===== src/rtl/sdram_sched_pkg.sv =====
`timescale 1ns/1ps
package sdram_sched_pkg;

  typedef enum logic [3:0] {
    ST_IDLE,
    ST_POWERUP,
    ST_PRE,
    ST_PRE_WAIT,
    ST_INIT_REF,
    ST_INIT_RC,
    ST_MRS,
    ST_MRD_WAIT,
    ST_RUN,
    ST_REF,
    ST_RC_WAIT
  } sched_state_e;

endpackage


===== src/rtl/sdram_step_timer.sv =====
`timescale 1ns/1ps
// Loadable down counter; zero is high once the loaded count has elapsed.
module sdram_step_timer #(
  parameter int W = 14
) (
  input  logic         clk,
  input  logic         rst,
  input  logic         clr,
  input  logic         load,
  input  logic [W-1:0] load_val,
  output logic         zero
);
  logic [W-1:0] cnt_q;

  always_ff @(posedge clk) begin
    if (rst || clr)
      cnt_q <= '0;
    else if (load)
      cnt_q <= load_val;
    else if (cnt_q != '0)
      cnt_q <= cnt_q - W'(1);
  end

  assign zero = (cnt_q == '0);
endmodule


===== src/rtl/sdram_refresh_timer.sv =====
`timescale 1ns/1ps
// Free-running period counter; tick is one cycle wide, once every period cycles.
module sdram_refresh_timer #(
  parameter int W = 10
) (
  input  logic         clk,
  input  logic         rst,
  input  logic         clr,
  input  logic         start,
  input  logic         run,
  input  logic [W-1:0] period,
  output logic         tick
);
  logic [W-1:0] cnt_q;
  logic         live;
  logic         wrap;

  assign live = (period != '0);
  assign wrap = run && (cnt_q == '0);

  always_ff @(posedge clk) begin
    if (rst || clr)
      cnt_q <= '0;
    else if (start || wrap)
      cnt_q <= period - W'(1);
    else if (run)
      cnt_q <= cnt_q - W'(1);
  end

  assign tick = wrap && live;
endmodule


===== src/rtl/sdram_pending_ctr.sv =====
`timescale 1ns/1ps
// Saturating store of refresh deadlines not yet served.
module sdram_pending_ctr #(
  parameter int MAX = 4,
  parameter int W   = $clog2(MAX + 1)
) (
  input  logic clk,
  input  logic rst,
  input  logic clr,
  input  logic inc,
  input  logic dec,
  output logic nonzero
);
  logic [W-1:0] cnt_q;
  logic         full;

  assign full = (cnt_q == W'(MAX));

  always_ff @(posedge clk) begin
    if (rst || clr)
      cnt_q <= '0;
    else if (inc && !dec && !full)
      cnt_q <= cnt_q + W'(1);
    else if (dec && !inc)
      cnt_q <= cnt_q - W'(1);
  end

  assign nonzero = (cnt_q != '0);
endmodule


===== src/rtl/sdram_sched.sv =====
`timescale 1ns/1ps
module sdram_sched
  import sdram_sched_pkg::*;
#(
  parameter int INIT_W   = 14,
  parameter int REF_W    = 10,
  parameter int MRD_W    = 2,
  parameter int RC_W     = 3,
  parameter int RP_W     = 3,
  parameter int PEND_MAX = 4
) (
  input  logic              clk,
  input  logic              rst,
  input  logic              enable,
  input  logic [INIT_W-1:0] init_delay,
  input  logic [REF_W-1:0]  ref_period,
  input  logic [MRD_W-1:0]  mrd_delay,
  input  logic [RC_W-1:0]   rc_delay,
  input  logic [RP_W-1:0]   rp_delay,
  input  logic              bus_busy,
  input  logic              cmd_ack,
  output logic              cmd_pre,
  output logic              cmd_ref,
  output logic              cmd_mrs,
  output logic              ready
);
  // The step timer is shared by every wait, so it is sized for the widest one.
  localparam int TMR_W  = INIT_W;
  localparam int PEND_W = $clog2(PEND_MAX + 1);

  sched_state_e st_q, st_d;
  logic             tmr_load;
  logic [TMR_W-1:0] tmr_val;
  logic             tmr_zero;
  logic             tick;
  logic             pend_any;
  logic             issue;
  logic             start_run;
  logic             running;
  logic             clr;

  assign clr       = !enable;
  assign running   = (st_q == ST_RUN) || (st_q == ST_REF) || (st_q == ST_RC_WAIT);
  assign issue     = enable && (st_q == ST_RUN) && pend_any && !bus_busy;
  assign start_run = enable && (st_q == ST_MRD_WAIT) && tmr_zero;

  always_comb begin
    st_d     = st_q;
    tmr_load = 1'b0;
    tmr_val  = '0;
    if (!enable) begin
      st_d = ST_IDLE;
    end else begin
      unique case (st_q)
        ST_IDLE: begin
          st_d     = ST_POWERUP;
          tmr_load = 1'b1;
          tmr_val  = init_delay;
        end
        ST_POWERUP:  if (tmr_zero) st_d = ST_PRE;
        ST_PRE: if (cmd_ack) begin
          st_d     = ST_PRE_WAIT;
          tmr_load = 1'b1;
          tmr_val  = TMR_W'(rp_delay);
        end
        ST_PRE_WAIT: if (tmr_zero) st_d = ST_INIT_REF;
        ST_INIT_REF: if (cmd_ack) begin
          st_d     = ST_INIT_RC;
          tmr_load = 1'b1;
          tmr_val  = TMR_W'(rc_delay);
        end
        ST_INIT_RC:  if (tmr_zero) st_d = ST_MRS;
        ST_MRS: if (cmd_ack) begin
          st_d     = ST_MRD_WAIT;
          tmr_load = 1'b1;
          tmr_val  = TMR_W'(mrd_delay);
        end
        ST_MRD_WAIT: if (tmr_zero) st_d = ST_RUN;
        ST_RUN:      if (pend_any && !bus_busy) st_d = ST_REF;
        ST_REF: if (cmd_ack) begin
          st_d     = ST_RC_WAIT;
          tmr_load = 1'b1;
          tmr_val  = TMR_W'(rc_delay);
        end
        ST_RC_WAIT:  if (tmr_zero) st_d = ST_RUN;
        default:     st_d = ST_IDLE;
      endcase
    end
  end

  always_ff @(posedge clk) begin
    if (rst) begin
      st_q    <= ST_IDLE;
      cmd_pre <= 1'b0;
      cmd_ref <= 1'b0;
      cmd_mrs <= 1'b0;
      ready   <= 1'b0;
    end else begin
      st_q    <= st_d;
      cmd_pre <= (st_d == ST_PRE);
      cmd_ref <= (st_d == ST_INIT_REF) || (st_d == ST_REF);
      cmd_mrs <= (st_d == ST_MRS);
      ready   <= (st_d == ST_RUN) || (st_d == ST_REF) || (st_d == ST_RC_WAIT);
    end
  end

  sdram_step_timer #(.W(TMR_W)) u_step (
    .clk      (clk),
    .rst      (rst),
    .clr      (clr),
    .load     (tmr_load),
    .load_val (tmr_val),
    .zero     (tmr_zero)
  );

  sdram_refresh_timer #(.W(REF_W)) u_period (
    .clk    (clk),
    .rst    (rst),
    .clr    (clr),
    .start  (start_run),
    .run    (running),
    .period (ref_period),
    .tick   (tick)
  );

  sdram_pending_ctr #(.MAX(PEND_MAX), .W(PEND_W)) u_pend (
    .clk     (clk),
    .rst     (rst),
    .clr     (clr),
    .inc     (tick),
    .dec     (issue),
    .nonzero (pend_any)
  );
endmodule


===== config.mk =====
export PLATFORM = sky130hd
export DESIGN_NAME = sdram_sched
export DESIGN_NICKNAME = d
export VERILOG_FILES = /design/src/rtl/sdram_sched_pkg.sv /design/src/rtl/sdram_step_timer.sv /design/src/rtl/sdram_refresh_timer.sv /design/src/rtl/sdram_pending_ctr.sv /design/src/rtl/sdram_sched.sv
export SDC_FILE = /design/constraint.sdc
export NUM_CORES = 1
export LEC_CHECK = 0
export BUFFER_PORTS_ARGS = -buffer_cell sky130_fd_sc_hd__buf_4
export CORE_UTILIZATION = 50
export CTS_CLUSTER_DIAMETER = 40
export DETAILED_ROUTE_END_ITERATION = 16
export PLACE_DENSITY = 0.77
export SETUP_SLACK_MARGIN = 0.02
export SYNTH_ARGS = -nofsm -noshare
export SYNTH_HDL_FRONTEND = slang
export SYNTH_SLANG_ARGS = --single-unit

===== constraint.sdc =====
create_clock -name clk -period 2.9 [get_ports clk]
set_input_delay 0.58 -clock clk [delete_from_list [all_inputs] [get_ports clk]]
set_output_delay 0.58 -clock clk [all_outputs]
set_load 0.005 [all_outputs]

==> results.py, run 1 <==
metrics = {
    "placement": {
        "gp_congestion": 0.867,
        "place_area_um2": 2680,
        "placement.io_buffers": 40,
        "dp_hpwl_um": 3950,
    },
    "global_routing": {
        "antenna_found_initial": 0,
        "grt.total_usage_pct": 25.3,
        "grt_pass1_vias": 2057,
        "grt_max_degree": 21,
        "grt_pass1_wl_um": 8820,
        "overflow": 0,
    },
    "critical_path": {
        "worstSetupPathType": "flip-flop to flip-flop",
        "cp_max_fo": 5,
        "cp-start-kind": "flip-flop",
        "worst_ep_required_time_ns": 3.10,
        "max_stage_delay_ns": 0.57,
        "crit_slowest_cell": "or4_4",
        "worstPathCellList": "or4_4 -> or3_1 -> nand2_2 -> mux2i_1 -> ha_2 -> nand3_4 -> nor4_4 -> xor2_1 -> nor2_1 -> a211oi_2",
        "crit_arrival_ns": 2.90,
        "crit_path_end_kind": "flip-flop",
    },
    "logic_synthesis": {
        "synth_seq_cells": 35,
        "syn_avg_cell_area_um2": 7.88,
        "post_synth_inst_count": 281,
        "synthesis.nets": 321,
        "synth-async-reset-ratio_pct": 0,
        "syn_area_um2": 2210,
        "synth_cell_types": 51,
        "ys.flop_type": "dfxtp_1",
        "ys.warnings.count": 0,
        "yosysSeqAreaShare_pct": 31.6,
        "synth_edf_count": 0,
    },
    "sta": {
        "max_freq_mhz": 370,
        "finalHoldViolations": 0,
        "slew_headroom_pct": 40.7,
        "maxSlewViolCount": 0,
        "tightest_slew_ns": 0.889,
        "fin_worst_skew_ns": 0.00706,
        "min_period_ns": 2.70,
        "fin_crit_sh_pct": 93.2,
        "setup_viol_count_final": 0,
        "setup_tns_ns": 0,
        "rsz0062_at_grt": "no",
    },
    "run": {
        "drv_cap": 0,
    },
    "cts": {
        "clk_pin_slew_ns": 0.07,
        "cts_hold_repair.buffers": 0,
        "clk_latency_ns": 0.29,
        "cts_tree": "done",
        "htree_levels": 2,
        "cts-root-buf": "clkbuf_8",
        "cts_made_buffers": 5,
        "cts_buffer_depth": 2,
        "clkSinkCount": 35,
    },
    "route": {
        "met2_length_um": 2450,
        "vias": 2217,
        "first_pass_iters": 4,
        "highest_layer": "met4",
        "dr.first_iter.drc_count": 111,
        "wl_per_cell_um": 13.8,
        "met3WireLength_um": 234,
        "routed_wl_um": 5280,
        "met1Wirelength_um": 2530,
        "antenna_left": 0,
        "viasPerCell": 5.77,
        "drc": 0,
    },
    "layout": {
        "num_antenna_cells": 0,
        "multiInputGateArea_um2": 1510,
        "final_area_um2": 2800,
        "area_growth_pct": 26.3,
        "fillers": 379,
        "ff_latch_area_um2": 703,
        "fin_nets": 373,
        "final_layout_size_suffix_gt1_share_pct": 24.9,
        "mostFrequentLayoutCell": "buf_4",
        "final_cell_mix": "57 x buf_4, 43 x nor2_1, 33 x dfxtp_1, 27 x nand2_1, 20 x a21oi_1",
    },
    "pwr": {
        "leakage_nw": 1.17,
        "ir_worst_vdd_mv": 0.344,
        "p_per_area_nw_per_um2": 456,
    },
    "floorplanning": {
        "die_h_um": 68.6,
        "row_count": 23,
        "die_width_um": 68.6,
        "pin_count": 41,
        "design.die.area_um2": 4700,
        "initial_core_util_pct": 53.8,
        "coreArea_um2": 4120,
    },
    "run_status": {
        "outcome": "finished, final reports clean",
    },
    "min_path": {
        "hold_path_class": "input pin to flip-flop",
    },
}
[cells in the mapped netlist, types with 2 or more instances]
cell / number / area [µm²]
mux2i_1: 6 / 60.1
or3_1: 2 / 12.5
nor4_1: 8 / 50.1
a31oi_1: 3 / 18.8
ha_1: 2 / 25.0
nand2_1: 27 / 101
nor3_1: 13 / 65.1
nand4b_1: 3 / 26.3
buf_2: 2 / 10.0
clkbuf_1: 7 / 26.3
a22oi_1: 9 / 67.6
dfxtp_1: 35 / 701
inv_1: 2 / 7.51
xor2_1: 13 / 114
nor3b_1: 2 / 15.0
xnor2_1: 10 / 87.6
and4_1: 2 / 17.5
a21o_1: 2 / 15.0
nor2b_1: 4 / 25.0
a211oi_1: 10 / 75.1
nand2b_1: 5 / 31.3
o21a_1: 3 / 22.5
or4_1: 5 / 37.5
o21ai_0: 7 / 35.0
nand4_1: 3 / 18.8
a21oi_1: 20 / 100
nand3_1: 10 / 50.1
nor2_1: 43 / 161
[registers in the layout (all words and copies together) (netlist names)]
| name | cells |
|---|---|
| ready | 1 |
| cmd_mrs | 1 |
| cmd_pre | 1 |
| u_pend.cnt_q | 3 |
| u_step.cnt_q | 14 |
| u_period.cnt_q | 10 |
| st_q | 4 |
| cmd_ref | 1 |
[metrics by stage]
step | cells | setup slack, ns | hold slack (ns) | total power [mW] | util (%)
finish | 384 | 0.198 | 0.467 | 1.28 | 68.0
global route | 384 | 0.00999 | 0.462 | 1.35 | 68.0
CTS | 381 | 0.0508 | 0.455 | 1.27 | 67.0
detailed placement | 373 | 0.0495 | 0.503 | 0.935 | 65.1
global placement | 373 | 0.168 | 0.496 | 0.930 | 65.1
floorplan | 281 | 0.00988 | 0.464 | 0.824 | -
[repair_timing]
action	CTS	global route
gates resized for setup	0	3
endpoints found under the setup margin	0	2
setup buffers	0	3
[kinds of logic after synthesis]
kind of cell,count (synthesis),synth area share (%)
AND/OR/NAND/NOR,137,32.5
multiplexers,7,3.39
flip-flops,35,31.6
XOR/XNOR,23,9.10
buffers and inverters,14,2.99
AO/OA/AOI/OAI,62,18.4
adder cells (fa/ha/maj),3,2.03
[final timing paths]
check | from | endpoint | slack, ns | cells past startpoint
worst max-delay path | u_period.cnt_q[3] | u_period.cnt_q[8] | 0.20 | 10
worst min-delay path | rst | st_q[2] | 0.47 | 2
worst max register to register | u_period.cnt_q[3] | u_period.cnt_q[8] | 0.20 | 10
worst min register to register | u_pend.cnt_q[2] | u_pend.cnt_q[2] | 0.51 | 1
[power by group]
part | switching [mW] | internal (mW) | total [mW]
registers | 0.0305 | 0.505 | 0.536
clock network | 0.173 | 0.169 | 0.342
logic | 0.206 | 0.192 | 0.398
total | 0.410 | 0.866 | 1.28
[critical path: cells and delay by family (launching register included)]
kind,cells,cell delay (ns)
mux,1,0.22
flops,1,0.36
compound gates,1,0.14
xor+xnor,1,0.16
simple gates,6,1.51
fa+ha+maj,1,0.23
[layer usage]
metal	vias to the layer above	GRT usage [%]
li1	1124	-
met2	48	41.5
met5	-	0
met1	1036	32.5
met4	0	7.55
met3	9	6.09
[layout make-up]
cell class,count,share of cell area (%)
tap,50,2.24
sequential,35,25.1
timing repair buffer,57,15.3
clock buffer,7,2.73
clock inverter,1,0.179
multi-input combinational,232,54.1
inverter,2,0.268
Note: power is estimated with default switching activity, not from simulation.
==> inputs of run 2 (changes only) <==
CORE_UTILIZATION = 40   (was 50)
CTS_BUF_LIST = sky130_fd_sc_hd__clkbuf_8   (was not set)
PLACE_DENSITY = 0.64   (was 0.77)
==> results.py, run 2 (synthesis results as in run 1) <==
metrics = {
    "run_status": {
        "outcome": "finished, final reports clean",
    },
    "min_path": {
        "hold_path_class": "input pin to flip-flop",
        "min_path_cells": 2,
        "hold_start": "rst",
        "hold_path_end": "st_q[2]",
    },
    "route": {
        "highest_layer": "met4",
        "vias": 2142,
        "dr.first_iter.drc_count": 61,
        "met3WireLength_um": 172,
        "met1Wirelength_um": 2780,
        "routed_wl_um": 5330,
        "drc": 0,
        "antenna_left": 0,
        "first_pass_iters": 4,
        "viasPerCell": 5.32,
        "met2_length_um": 2310,
        "wl_per_cell_um": 13.2,
    },
    "global_routing": {
        "grt_pass1_wl_um": 9470,
        "overflow": 0,
        "antenna_found_initial": 0,
        "grt.total_usage_pct": 19.8,
        "grt_pass1_vias": 2147,
        "grt_max_degree": 21,
    },
    "layout": {
        "largestRegisters": "u_step.cnt_q: 14 flops, u_period.cnt_q: 10 flops, st_q: 4 flops",
        "final_layout_size_suffix_gt1_share_pct": 25.2,
        "fin_util_pct": 54.2,
        "fin_nets": 372,
        "area_growth_pct": 27.4,
        "fillers": 509,
        "largest_reg_flops": 14,
        "final_cell_mix": "56 x buf_4, 43 x nor2_1, 33 x dfxtp_1, 27 x nand2_1, 20 x a21oi_1",
        "mostFrequentLayoutCell": "buf_4",
        "final_area_um2": 2820,
        "num_antenna_cells": 0,
        "regMostFlops": "u_step.cnt_q",
    },
    "sta": {
        "min_period_ns": 2.71,
        "setup_viol_count_final": 0,
        "maxSlewViolCount": 0,
        "hold_slack_ns": 0.467,
        "setup_slack_ns": 0.190,
        "finalHoldViolations": 0,
        "slew_headroom_pct": 40.6,
        "tightest_slew_ns": 0.891,
        "fin_crit_sh_pct": 93.5,
        "setup_tns_ns": 0,
        "fin_worst_skew_ns": 0.00735,
        "max_freq_mhz": 369,
    },
    "floorplanning": {
        "die_width_um": 76.4,
        "design.die.area_um2": 5840,
        "coreArea_um2": 5200,
        "die_h_um": 76.4,
        "pin_count": 41,
        "row_count": 26,
        "initial_core_util_pct": 42.5,
    },
    "cts": {
        "cts_made_buffers": 5,
        "cts-root-buf": "clkbuf_8",
        "clk_latency_ns": 0.29,
        "htree_levels": 2,
        "clkSinkCount": 35,
        "cts_buffer_depth": 2,
        "clk_pin_slew_ns": 0.08,
        "cts_tree": "done",
    },
    "placement": {
        "placement.io_buffers": 40,
        "place_area_um2": 2700,
        "gp_congestion": 0.810,
        "dp_hpwl_um": 4040,
        "dp_slack_ns": 0.0323,
    },
    "critical_path": {
        "rr_startpoint": "u_period.cnt_q[6]",
        "cp-start-kind": "flip-flop",
        "worstReg2RegEnd": "u_period.cnt_q[8]",
        "r2r_setup_slack_ns": 0.19,
        "crit_family": "simple AND/OR/NAND/NOR gates",
        "crit_arrival_ns": 2.90,
        "crit_slowest_cell": "or4_4",
        "max_stage_delay_ns": 0.57,
        "crit_path_end_kind": "flip-flop",
        "crit_buf_inv": 0,
        "worstSetupPathType": "flip-flop to flip-flop",
        "worst_ep_required_time_ns": 3.09,
        "cp_max_fo": 5,
        "rr_worst_depth": 10,
        "worstPathCellList": "or4_4 -> or3_1 -> nand2_2 -> mux2i_1 -> ha_2 -> nand3_4 -> nor4_4 -> xor2_1 -> nor2_1 -> a211oi_1",
    },
    "pwr": {
        "comb_power_share_pct": 30.7,
        "ir_worst_vdd_mv": 0.286,
        "p_int_mw": 0.869,
        "switchingPower_mw": 0.440,
        "clkPwrFrac_pct": 28.4,
        "switching_share_pct": 33.6,
        "leakage_nw": 1.16,
        "seqPwrFrac_pct": 40.9,
        "p_per_area_nw_per_um2": 464,
    },
    "run": {
        "drv_cap": 0,
    },
}
[run 2: cell types whose count changed in the layout (fill, tap and decap cells not counted), sizes merged]
cell / delta
clkbuf: -2
buf: -1
clkinv: -1
inv: +1
clkinvlp: +2
[run 2: how the worst max path moves through the flow]
stage / end / start / cells after the start
6_report: u_period.cnt_q[8] / u_period.cnt_q[6] / 10
5_1_grt: u_period.cnt_q[8] / u_step.cnt_q[1] / 13
4_1_cts: u_period.cnt_q[8] / u_period.cnt_q[2] / 10
3_5_place_dp: u_period.cnt_q[8] / u_period.cnt_q[2] / 10
3_3_place_gp: u_period.cnt_q[8] / u_period.cnt_q[2] / 10
2_1_floorplan: u_period.cnt_q[8] / u_step.cnt_q[1] / 15
[run 2: cell type report]
class / instances / area (µm²) / share of cell area [%]
inverter: 2 / 7.51 / 0.266
clock buffer: 5 / 68.8 / 2.44
sequential: 35 / 703 / 24.9
tap: 70 / 87.6 / 3.10
timing repair buffer: 56 / 420 / 14.9
clock inverter: 3 / 23.8 / 0.843
multi-input combinational: 232 / 1510 / 53.5
[run 2: power by group through the flow]
stage	clock (mW)	combinational, mW	sequential [mW]
6_report	0.372	0.402	0.535
5_1_grt	0.410	0.451	0.540
4_1_cts	0.382	0.398	0.534
3_5_place_dp	0	0.394	0.545
3_3_place_gp	0	0.393	0.544
2_1_floorplan	0	0.286	0.538
[run 2: metrics by stage]
step	power (mW)	cells
floorplan	0.824	281
global placement	0.938	393
detailed placement	0.939	393
CTS	1.31	401
global route	1.40	403
finish	1.31	403
[run 2: what timing repair did]
item | in CTS | in global routing
setup buffers | 0 | 2
hold endpoints to repair | 0 | 0
setup endpoints to repair | 0 | 2
gates resized for setup | 0 | 3
hold buffers | 0 | 0
[run 2: routing by layer]
layer  global-route usage [%]  vias to the layer above
li1                         -                     1116
met5                        0                        -
met4                     5.96                        0
met2                     31.3                       40
met1                     26.8                      980
met3                     4.07                        6
==> inputs of run 3 (changes only) <==
ABC_AREA = 1   (was not set)
PLACE_DENSITY = not set   (was 0.64)
==> results.py, run 3 <==
metrics = {
    "cts": {
        "clkSinkCount": 35,
        "cts_hold_repair.buffers": 0,
        "clk_pin_slew_ns": 0.07,
        "cts_buffer_depth": 2,
        "cts_setup_buffers": 0,
        "cts-root-buf": "clkbuf_8",
        "post_cts_resized": 0,
        "htree_levels": 2,
        "clk_latency_ns": 0.28,
        "cts_made_buffers": 5,
        "cts_tree": "done",
    },
    "logic_synthesis": {
        "synth.area.top_cells": "dfxtp_1 28%, nand2_1 12%, inv_1 8.9%",
        "ys.warnings.count": 0,
        "syn_avg_cell_area_um2": 6.45,
        "synthTopCellsByCount": "80 x nand2_1, 59 x inv_1, 47 x nor2_1",
        "synth_seq_cells": 35,
        "ys.flop_type": "dfxtp_1",
        "synth_edf_count": 0,
        "synth_cell_types": 40,
        "syn_area_um2": 2480,
        "yosysSeqAreaShare_pct": 28.2,
        "post_synth_inst_count": 385,
        "yosys.area.top_type": "dfxtp_1",
        "synth.most_common_cell": "nand2_1",
        "netlist.area_leader.share_pct": 28.2,
        "synthesis.nets": 425,
        "synth-async-reset-ratio_pct": 0,
    },
    "route": {
        "vias": 2430,
        "routed_wl_um": 5640,
        "wl_per_cell_um": 11.3,
        "dr.first_iter.drc_count": 110,
        "viasPerCell": 4.86,
        "drc": 0,
        "antenna_left": 0,
        "first_pass_iters": 4,
    },
    "placement": {
        "dp_hpwl_um": 4420,
        "placement.io_buffers": 40,
        "place_inst": 494,
        "gp_congestion": 0.920,
    },
    "layout": {
        "num_antenna_cells": 0,
        "fin_nets": 466,
        "final_cell_mix": "80 x nand2_1, 60 x inv_1, 47 x nor2_1, 42 x buf_4, 35 x dfxtp_1",
        "finalNonFillerCells": 500,
        "largestRegisters": "u_step.cnt_q: 14 flops, u_period.cnt_q: 10 flops, st_q: 4 flops",
        "mostFrequentLayoutCell": "nand2_1",
        "area_growth_pct": 16.9,
        "regMostFlops": "u_step.cnt_q",
        "largest_reg_flops": 14,
        "final_layout_size_suffix_gt1_share_pct": 20.9,
    },
    "global_routing": {
        "grt_max_degree": 16,
        "grt_pass1_vias": 2203,
        "antenna_found_initial": 0,
        "grt.total_usage_pct": 19.0,
        "overflow": 0,
        "grt_pass1_wl_um": 9620,
    },
    "sta": {
        "setup_tns_ns": 0,
        "rsz0062_at_grt": "no",
        "finalHoldViolations": 0,
        "min_period_ns": 2.28,
        "fin_worst_skew_ns": 0.00459,
        "fin_crit_sh_pct": 78.7,
        "max_freq_mhz": 438,
        "setup_viol_count_final": 0,
        "tightest_slew_ns": 0.553,
        "slew_headroom_pct": 63.1,
        "maxSlewViolCount": 0,
    },
    "critical_path": {
        "crit_buf_inv": 0,
        "rr_worst_depth": 10,
        "worstSetupPathType": "flip-flop to flip-flop",
        "crit_slowest_cell": "dfxtp_1",
        "cp_max_fo": 15,
        "worst_ep_required_time_ns": 3.13,
        "r2r_setup_slack_ns": 0.62,
        "max_stage_delay_ns": 0.51,
        "crit_arrival_ns": 2.51,
        "crit_path_end_kind": "flip-flop",
        "crit_family": "simple AND/OR/NAND/NOR gates",
        "cp-start-kind": "flip-flop",
        "cp_common_cell": "nand2_1",
        "cp.depth": 10,
        "worstPathCellList": "nand2_1 -> o21ai_1 -> o21ai_1 -> nand2_1 -> nand2_2 -> nor2_2 -> nand2_1 -> a21oi_1 -> nor2_1 -> nor2_1",
    },
    "floorplanning": {
        "die_h_um": 80.8,
        "die_width_um": 80.8,
        "coreArea_um2": 5960,
        "design.die.area_um2": 6530,
        "initial_core_util_pct": 41.7,
        "pin_count": 41,
        "row_count": 28,
    },
    "pwr": {
        "ir_worst_vdd_mv": 0.335,
        "p_per_area_nw_per_um2": 459,
        "leakage_nw": 1.56,
    },
    "run_status": {
        "outcome": "finished, final reports clean",
    },
    "min_path": {
        "hold_path_class": "input pin to flip-flop",
        "min_path_cells": 2,
    },
    "run": {
        "drv_cap": 0,
    },
}
[run 3: cells by family (layout without fill, tap and decap cells)]
group	count (synthesis)	count (layout)	synth area share (%)
AND/OR/NAND/NOR	204	204	39.7
buffers and inverters	71	111	12.0
AO/OA/AOI/OAI	63	63	15.1
flip-flops	35	35	28.2
XOR/XNOR	9	9	3.17
adder cells (fa/ha/maj)	3	3	1.81
[run 3: layer usage]
metal,global-route usage [%],share of wire [%]
met5,0,0
met4,5.36,1.1
met3,3.37,3.9
met2,31.7,46
met1,25.1,49
[run 3: power by group]
| group | leakage (nW) | switching [mW] | internal, mW |
|---|---|---|---|
| Combinational | 1.24 | 0.276 | 0.188 |
| Clock | 0.0413 | 0.167 | 0.157 |
| Sequential | 0.284 | 0.0300 | 0.515 |
[run 3: worst paths after layout]
| check | startpoint | end |
|---|---|---|
| max | st_q[0] | u_step.cnt_q[1] |
| min | rst | st_q[2] |
| max reg2reg | st_q[0] | u_step.cnt_q[1] |
| min reg2reg | u_pend.cnt_q[0] | u_pend.cnt_q[0] |
[run 3: worst register-to-register path, stage by stage (launching register included)]
cell	delay [ns]
dfxtp_1	0.51
nand2_1	0.14
o21ai_1	0.29
o21ai_1	0.09
nand2_1	0.08
nand2_2	0.19
nor2_2	0.50
nand2_1	0.12
a21oi_1	0.18
nor2_1	0.05
nor2_1	0.08
[run 3: per-stage QoR]
stage | hold slack, ns | setup slack [ns] | util (%) | instance area (µm²) | power, mW
2_1_floorplan | 0.466 | 0.724 | - | 2480 | 0.913
3_3_place_gp | 0.498 | 0.555 | 47.5 | 2830 | 1.02
3_5_place_dp | 0.497 | 0.520 | 47.5 | 2830 | 1.02
4_1_cts | 0.496 | 0.581 | 48.8 | 2900 | 1.34
5_1_grt | 0.510 | 0.309 | 48.8 | 2900 | 1.43
6_report | 0.499 | 0.618 | 48.8 | 2900 | 1.33
[run 3: final cells by class]
type / count / area, µm²
fillers: 641 / 3050
multi-input cells: 279 / 1490
flip-flops and latches: 35 / 701
repair buffers: 42 / 315
inverters: 63 / 236
well taps: 75 / 93.8
clock buffers: 5 / 68.8
clock inverters: 1 / 3.75
